==> config.mk <==
export PLATFORM = sky130hd
export DESIGN_NAME = bridge_deadband
export DESIGN_NICKNAME = d
export VERILOG_FILES = /design/src/rtl/deadband_pkg.sv /design/src/rtl/deadband_sync.sv /design/src/rtl/deadband_timer.sv /design/src/rtl/deadband_fsm.sv /design/src/rtl/bridge_deadband.sv
export SDC_FILE = /design/constraint.sdc
export NUM_CORES = 1
export LEC_CHECK = 0
export CAP_MARGIN = 5
export CORE_MARGIN = 2
export CORE_UTILIZATION = 25
export CTS_CLUSTER_DIAMETER = 80
export DETAILED_ROUTE_END_ITERATION = 16
export SYNTH_ARGS = -nofsm -noshare
export SYNTH_HDL_FRONTEND = slang
export SYNTH_SLANG_ARGS = --single-unit
==> constraint.sdc <==
create_clock -name clk -period 2.9 [get_ports clk]
set_input_delay 0.29 -clock clk [delete_from_list [all_inputs] [get_ports clk]]
set_output_delay 0.29 -clock clk [all_outputs]
set_load 0.05 [all_outputs]
==> src/rtl/deadband_pkg.sv <==
package deadband_pkg;

    typedef enum logic [2:0] {
        ST_OFF     = 3'd0,
        ST_WAIT_HI = 3'd1,
        ST_HI_ON   = 3'd2,
        ST_WAIT_LO = 3'd3,
        ST_LO_ON   = 3'd4
    } db_state_e;

endpackage

==> src/rtl/deadband_sync.sv <==
module deadband_sync #(
    parameter int STAGES = 2
) (
    input  logic clk,
    input  logic rst,
    input  logic d_async,
    output logic q_sync
);
    logic [STAGES-1:0] chain;

    genvar gi;
    generate
        for (gi = 0; gi < STAGES; gi++) begin : g_stage
            if (gi == 0) begin : g_first
                always_ff @(posedge clk) begin
                    if (rst) chain[0] <= 1'b0;
                    else     chain[0] <= d_async;
                end
            end else begin : g_next
                always_ff @(posedge clk) begin
                    if (rst) chain[gi] <= 1'b0;
                    else     chain[gi] <= chain[gi-1];
                end
            end
        end
    endgenerate

    assign q_sync = chain[STAGES-1];
endmodule

==> src/rtl/deadband_timer.sv <==
module deadband_timer #(
    parameter int CNT_W = 8
) (
    input  logic             clk,
    input  logic             rst,
    input  logic             restart,
    input  logic [CNT_W-1:0] limit,
    output logic             expired
);
    logic [CNT_W-1:0] cnt;

    // First cycle of a window holds 1, so a limit of 0 or 1 both expire at once.
    assign expired = (cnt >= limit);

    always_ff @(posedge clk) begin
        if (rst)          cnt <= '0;
        else if (restart) cnt <= CNT_W'(1);
        else if (!expired) cnt <= cnt + CNT_W'(1);
    end
endmodule

==> src/rtl/deadband_fsm.sv <==
module deadband_fsm
    import deadband_pkg::*;
(
    input  logic clk,
    input  logic rst,
    input  logic en,
    input  logic level,
    input  logic expired,
    output logic restart,
    output logic hs_act,
    output logic ls_act
);
    db_state_e state, state_n;

    always_comb begin
        state_n = state;
        if (!en) begin
            state_n = ST_OFF;
        end else begin
            unique case (state)
                ST_OFF:     state_n = level ? ST_WAIT_HI : ST_WAIT_LO;
                ST_WAIT_HI: begin
                    if (!level)       state_n = ST_WAIT_LO;
                    else if (expired) state_n = ST_HI_ON;
                end
                ST_HI_ON:   if (!level) state_n = ST_WAIT_LO;
                ST_WAIT_LO: begin
                    if (level)        state_n = ST_WAIT_HI;
                    else if (expired) state_n = ST_LO_ON;
                end
                ST_LO_ON:   if (level) state_n = ST_WAIT_HI;
                default:    state_n = ST_OFF;
            endcase
        end
    end

    always_ff @(posedge clk) begin
        if (rst) state <= ST_OFF;
        else     state <= state_n;
    end

    always_comb begin
        restart = ((state_n == ST_WAIT_HI) && (state != ST_WAIT_HI)) ||
                  ((state_n == ST_WAIT_LO) && (state != ST_WAIT_LO));
        hs_act  = (state == ST_HI_ON);
        ls_act  = (state == ST_LO_ON);
    end

    a_r4_no_overlap: assert property (@(posedge clk) disable iff (rst)
        !(hs_act && ls_act));

    a_r3_gap_hi: assert property (@(posedge clk) disable iff (rst)
        $rose(hs_act) |-> !$past(ls_act));

    a_r3_gap_lo: assert property (@(posedge clk) disable iff (rst)
        $rose(ls_act) |-> !$past(hs_act));

    a_r2_off_hi: assert property (@(posedge clk) disable iff (rst)
        (hs_act && !level) |=> !hs_act);

    a_r5_cancel_hi: assert property (@(posedge clk) disable iff (rst)
        (state == ST_WAIT_HI && !level && en) |=> (state == ST_WAIT_LO && !hs_act));
endmodule

==> src/rtl/bridge_deadband.sv <==
module bridge_deadband #(
    parameter int CNT_W       = 8,
    parameter int SYNC_STAGES = 2
) (
    input  logic             clk,
    input  logic             rst,
    input  logic             pwm_in,
    input  logic             enable,
    input  logic [CNT_W-1:0] dead_cycles,
    output logic             hs_on,
    output logic             ls_on
);
    logic level, restart, expired, hs_act, ls_act;

    deadband_sync #(.STAGES(SYNC_STAGES)) u_sync (
        .clk(clk), .rst(rst), .d_async(pwm_in), .q_sync(level)
    );

    deadband_timer #(.CNT_W(CNT_W)) u_timer (
        .clk(clk), .rst(rst), .restart(restart),
        .limit(dead_cycles), .expired(expired)
    );

    deadband_fsm u_fsm (
        .clk(clk), .rst(rst), .en(enable), .level(level),
        .expired(expired), .restart(restart),
        .hs_act(hs_act), .ls_act(ls_act)
    );

    // Disable acts without waiting for a clock edge.
    assign hs_on = hs_act & enable;
    assign ls_on = ls_act & enable;

    a_r6_disable_quiet: assert property (@(posedge clk) disable iff (rst)
        !enable |-> (!hs_on && !ls_on));
endmodule

==> results.toml <==
[critical_path]
required_ps = 2610
start_kind = "input port"
arrival_ps = 1990
end_kind = "output pin"
crit_start = "enable"
crit_type = "in2out"
critPathMaxFanout = 5
r2r_start = "u_timer.cnt[0]$_SDFFE_PP0P_"

[place]
place_congestion = 0.7333
place_hpwl_mm = 1.362
place.port_buffers = 13
dp_cells = 159

[global_routing]
grt_start_max_net_pins = 12
grt_pass1_wl_mm = 3.132
antenna_found_initial = 0
grt_pass1_vias = 761
grt-ovfl-total = 0
grt.total_usage_pct = 9.652

[clock_network]
cts_tree = "built"
cts-resized-gates = 0
cts_buffers = 3
cts_max_path_buffers = 2
post_cts_buffers = 0
ctsHoldBuffers = 0
cts_root_buf = "clkbuf_4"
htreeDepth = 1
clkTransAtPathRegs_ps = 80
cts_sinks = 13
worstSkewPairLatency_ps = 270

[worst_hold_path]
min_from = "u_sync.chain[0]$_SDFF_PP0_"
min_path_type = "reg2reg"

[die]
io_pins = 14
die_w_microns = 63.40
row_count = 21
core_sq_um = 3363
die_h_microns = 63.40
start_util_pct = 26.23
fp.dieArea_sq_um = 4020

[synth]
synth_seq_area_share_pct = 29.50
ys_seq_elements = 13
synth_area_per_cell_sq_um = 8.564
ys_warn_count = 0
yosys-top-cells-count = "dfxtp_1 (13), inv_1 (11), a21oi_1 (9), ha_1 (9), o21ai_0 (9)"
async_reset_ff_share_pct = 0
synth-edff-count = 0
yosys.area.top_type = "dfxtp_1"
synthFlopType = "dfxtp_1"
synth_top_area_share_pct = 29.50
yosysUniqueCellTypes = 34
syn_nets = 124
synth_area_sq_um = 882.1
postSynthCellCount = 103
synth_area_leaders = "dfxtp_1 (30%), ha_1 (13%), a21oi_1 (5.1%)"
synth_most_common_cell = "dfxtp_1"

[route]
dr.pass1.iters = 4
viasPerCell = 4.804
wl_per_cell_microns = 10.44
drt_iter0_drc = 12
num_vias = 783
wl_mm = 1.701
ant_nets = 0
drcViolationCount = 0

[finish]
fillers = 376
fin_util_pct = 32.25
instances_no_fill = 163
seqCellArea_sq_um = 260.3
final_nets = 139
multi_input_area_sq_um = 569.3
antennaDiodeCount = 0
drive_gt1_share_pct = 7.692
area_growth_pct = 22.98

[power]
power_density_nw_per_um2 = 335.8
total_power_mw = 0.3643
leakagePower_nw = 0.3939
max-vdd-ir-drop_uv = 268.1

[timing]
setup_viol = 0
worst_pin_slew_ps = 670.0
slew_violations = 0
finalCritPeriodShare_pct = 78.50
min_period_ps = 2277
slew_headroom_pct = 54.86
fmax_mhz = 439.3
fin_skew_ps = 1.254
hold_violations = 0
rsz0062_at_grt = "no"
fin_tns_setup_ps = 0

[status]
status = "completed"

[flow_run]
drv_cap = 0
-- per-layer routing --
layer / wire length (microns) / GRT usage (%) / vias up
met5: 0 / 0 / -
li1: - / - / 409
met2: 781 / 16.05 / 18
met3: 93 / 3.750 / 2
met4: 11 / 2.446 / 0
met1: 815 / 11.61 / 354
-- registers in the layout (all words and copies together) (netlist names) --
| name | count |
|---|---|
| u_fsm.state | 3 |
| u_timer.cnt | 8 |
| u_sync.chain | 1 |
| u_sync.q_sync | 1 |
-- where the power goes --
group	switching (mW)	internal (mW)
registers	0.00824	0.184
logic	0.0243	0.0347
clock network	0.0602	0.0533
-- layout make-up --
cell class	count	area share, %
Multi-Input combinational cell	76	52.48
Sequential cell	13	23.99
Timing Repair Buffer	13	12.00
Tap cell	46	5.306
Inverter	11	3.806
Clock buffer	4	2.422
-- cell usage in the layout, fill, tap and decap left out, drive strengths merged, types with 2 or more instances in the layout --
master         count
a21oi             10
inv               11
or3                4
nor2b              3
o31ai              2
clkdlybuf4s50     13
o21ai              9
nor3               2
nor2               2
nand3              2
dfxtp             13
nand2              6
clkbuf             4
o21a               2
ha                 9
o211ai             3
nand2b             6
-- path summary, 6_finish.rpt --
| kind | to | slack [ps] | cells after the start |
|---|---|---|---|
| worst min register to register | u_sync.q_sync$_SDFF_PP0_ | 440 | 1 |
| worst min-delay path | u_sync.q_sync$_SDFF_PP0_ | 440 | 1 |
| worst max-delay path | hs_on | 620 | 3 |
| worst max register to register | u_timer.cnt[7]$_SDFFE_PP0N_ | 660 | 7 |
-- worst max-delay path, cell delays in order --
cell and delay (ps):
clkdlybuf4s50_1 540, nor4bb_1 300, clkdlybuf4s50_1 850
-- cells by family (layout without fill, tap and decap cells) --
logic type | count (synthesis) | after routing | synth area share (%)
compound gates | 32 | 32 | 25.81
xor+xnor | 1 | 1 | 0.9931
fa+ha+maj | 9 | 9 | 12.77
buf+inv | 14 | 28 | 5.957
flops | 13 | 13 | 29.50
mux | 2 | 2 | 2.411
simple gates | 32 | 32 | 22.55
-- per-stage QoR --
step / setup slack [ps] / instance area [sq um] / hold WS (ps)
after detailed placement: 317.2 / 1059 / 422.6
after global placement: 370.5 / 1059 / 416.4
after CTS: 614.3 / 1085 / 442.7
after floorplan: 446.8 / 882.1 / 359.1
final: 623.5 / 1085 / 440.2
after global routing: 510.7 / 1085 / 484.0
Note: power is estimated with default switching activity, not from simulation.
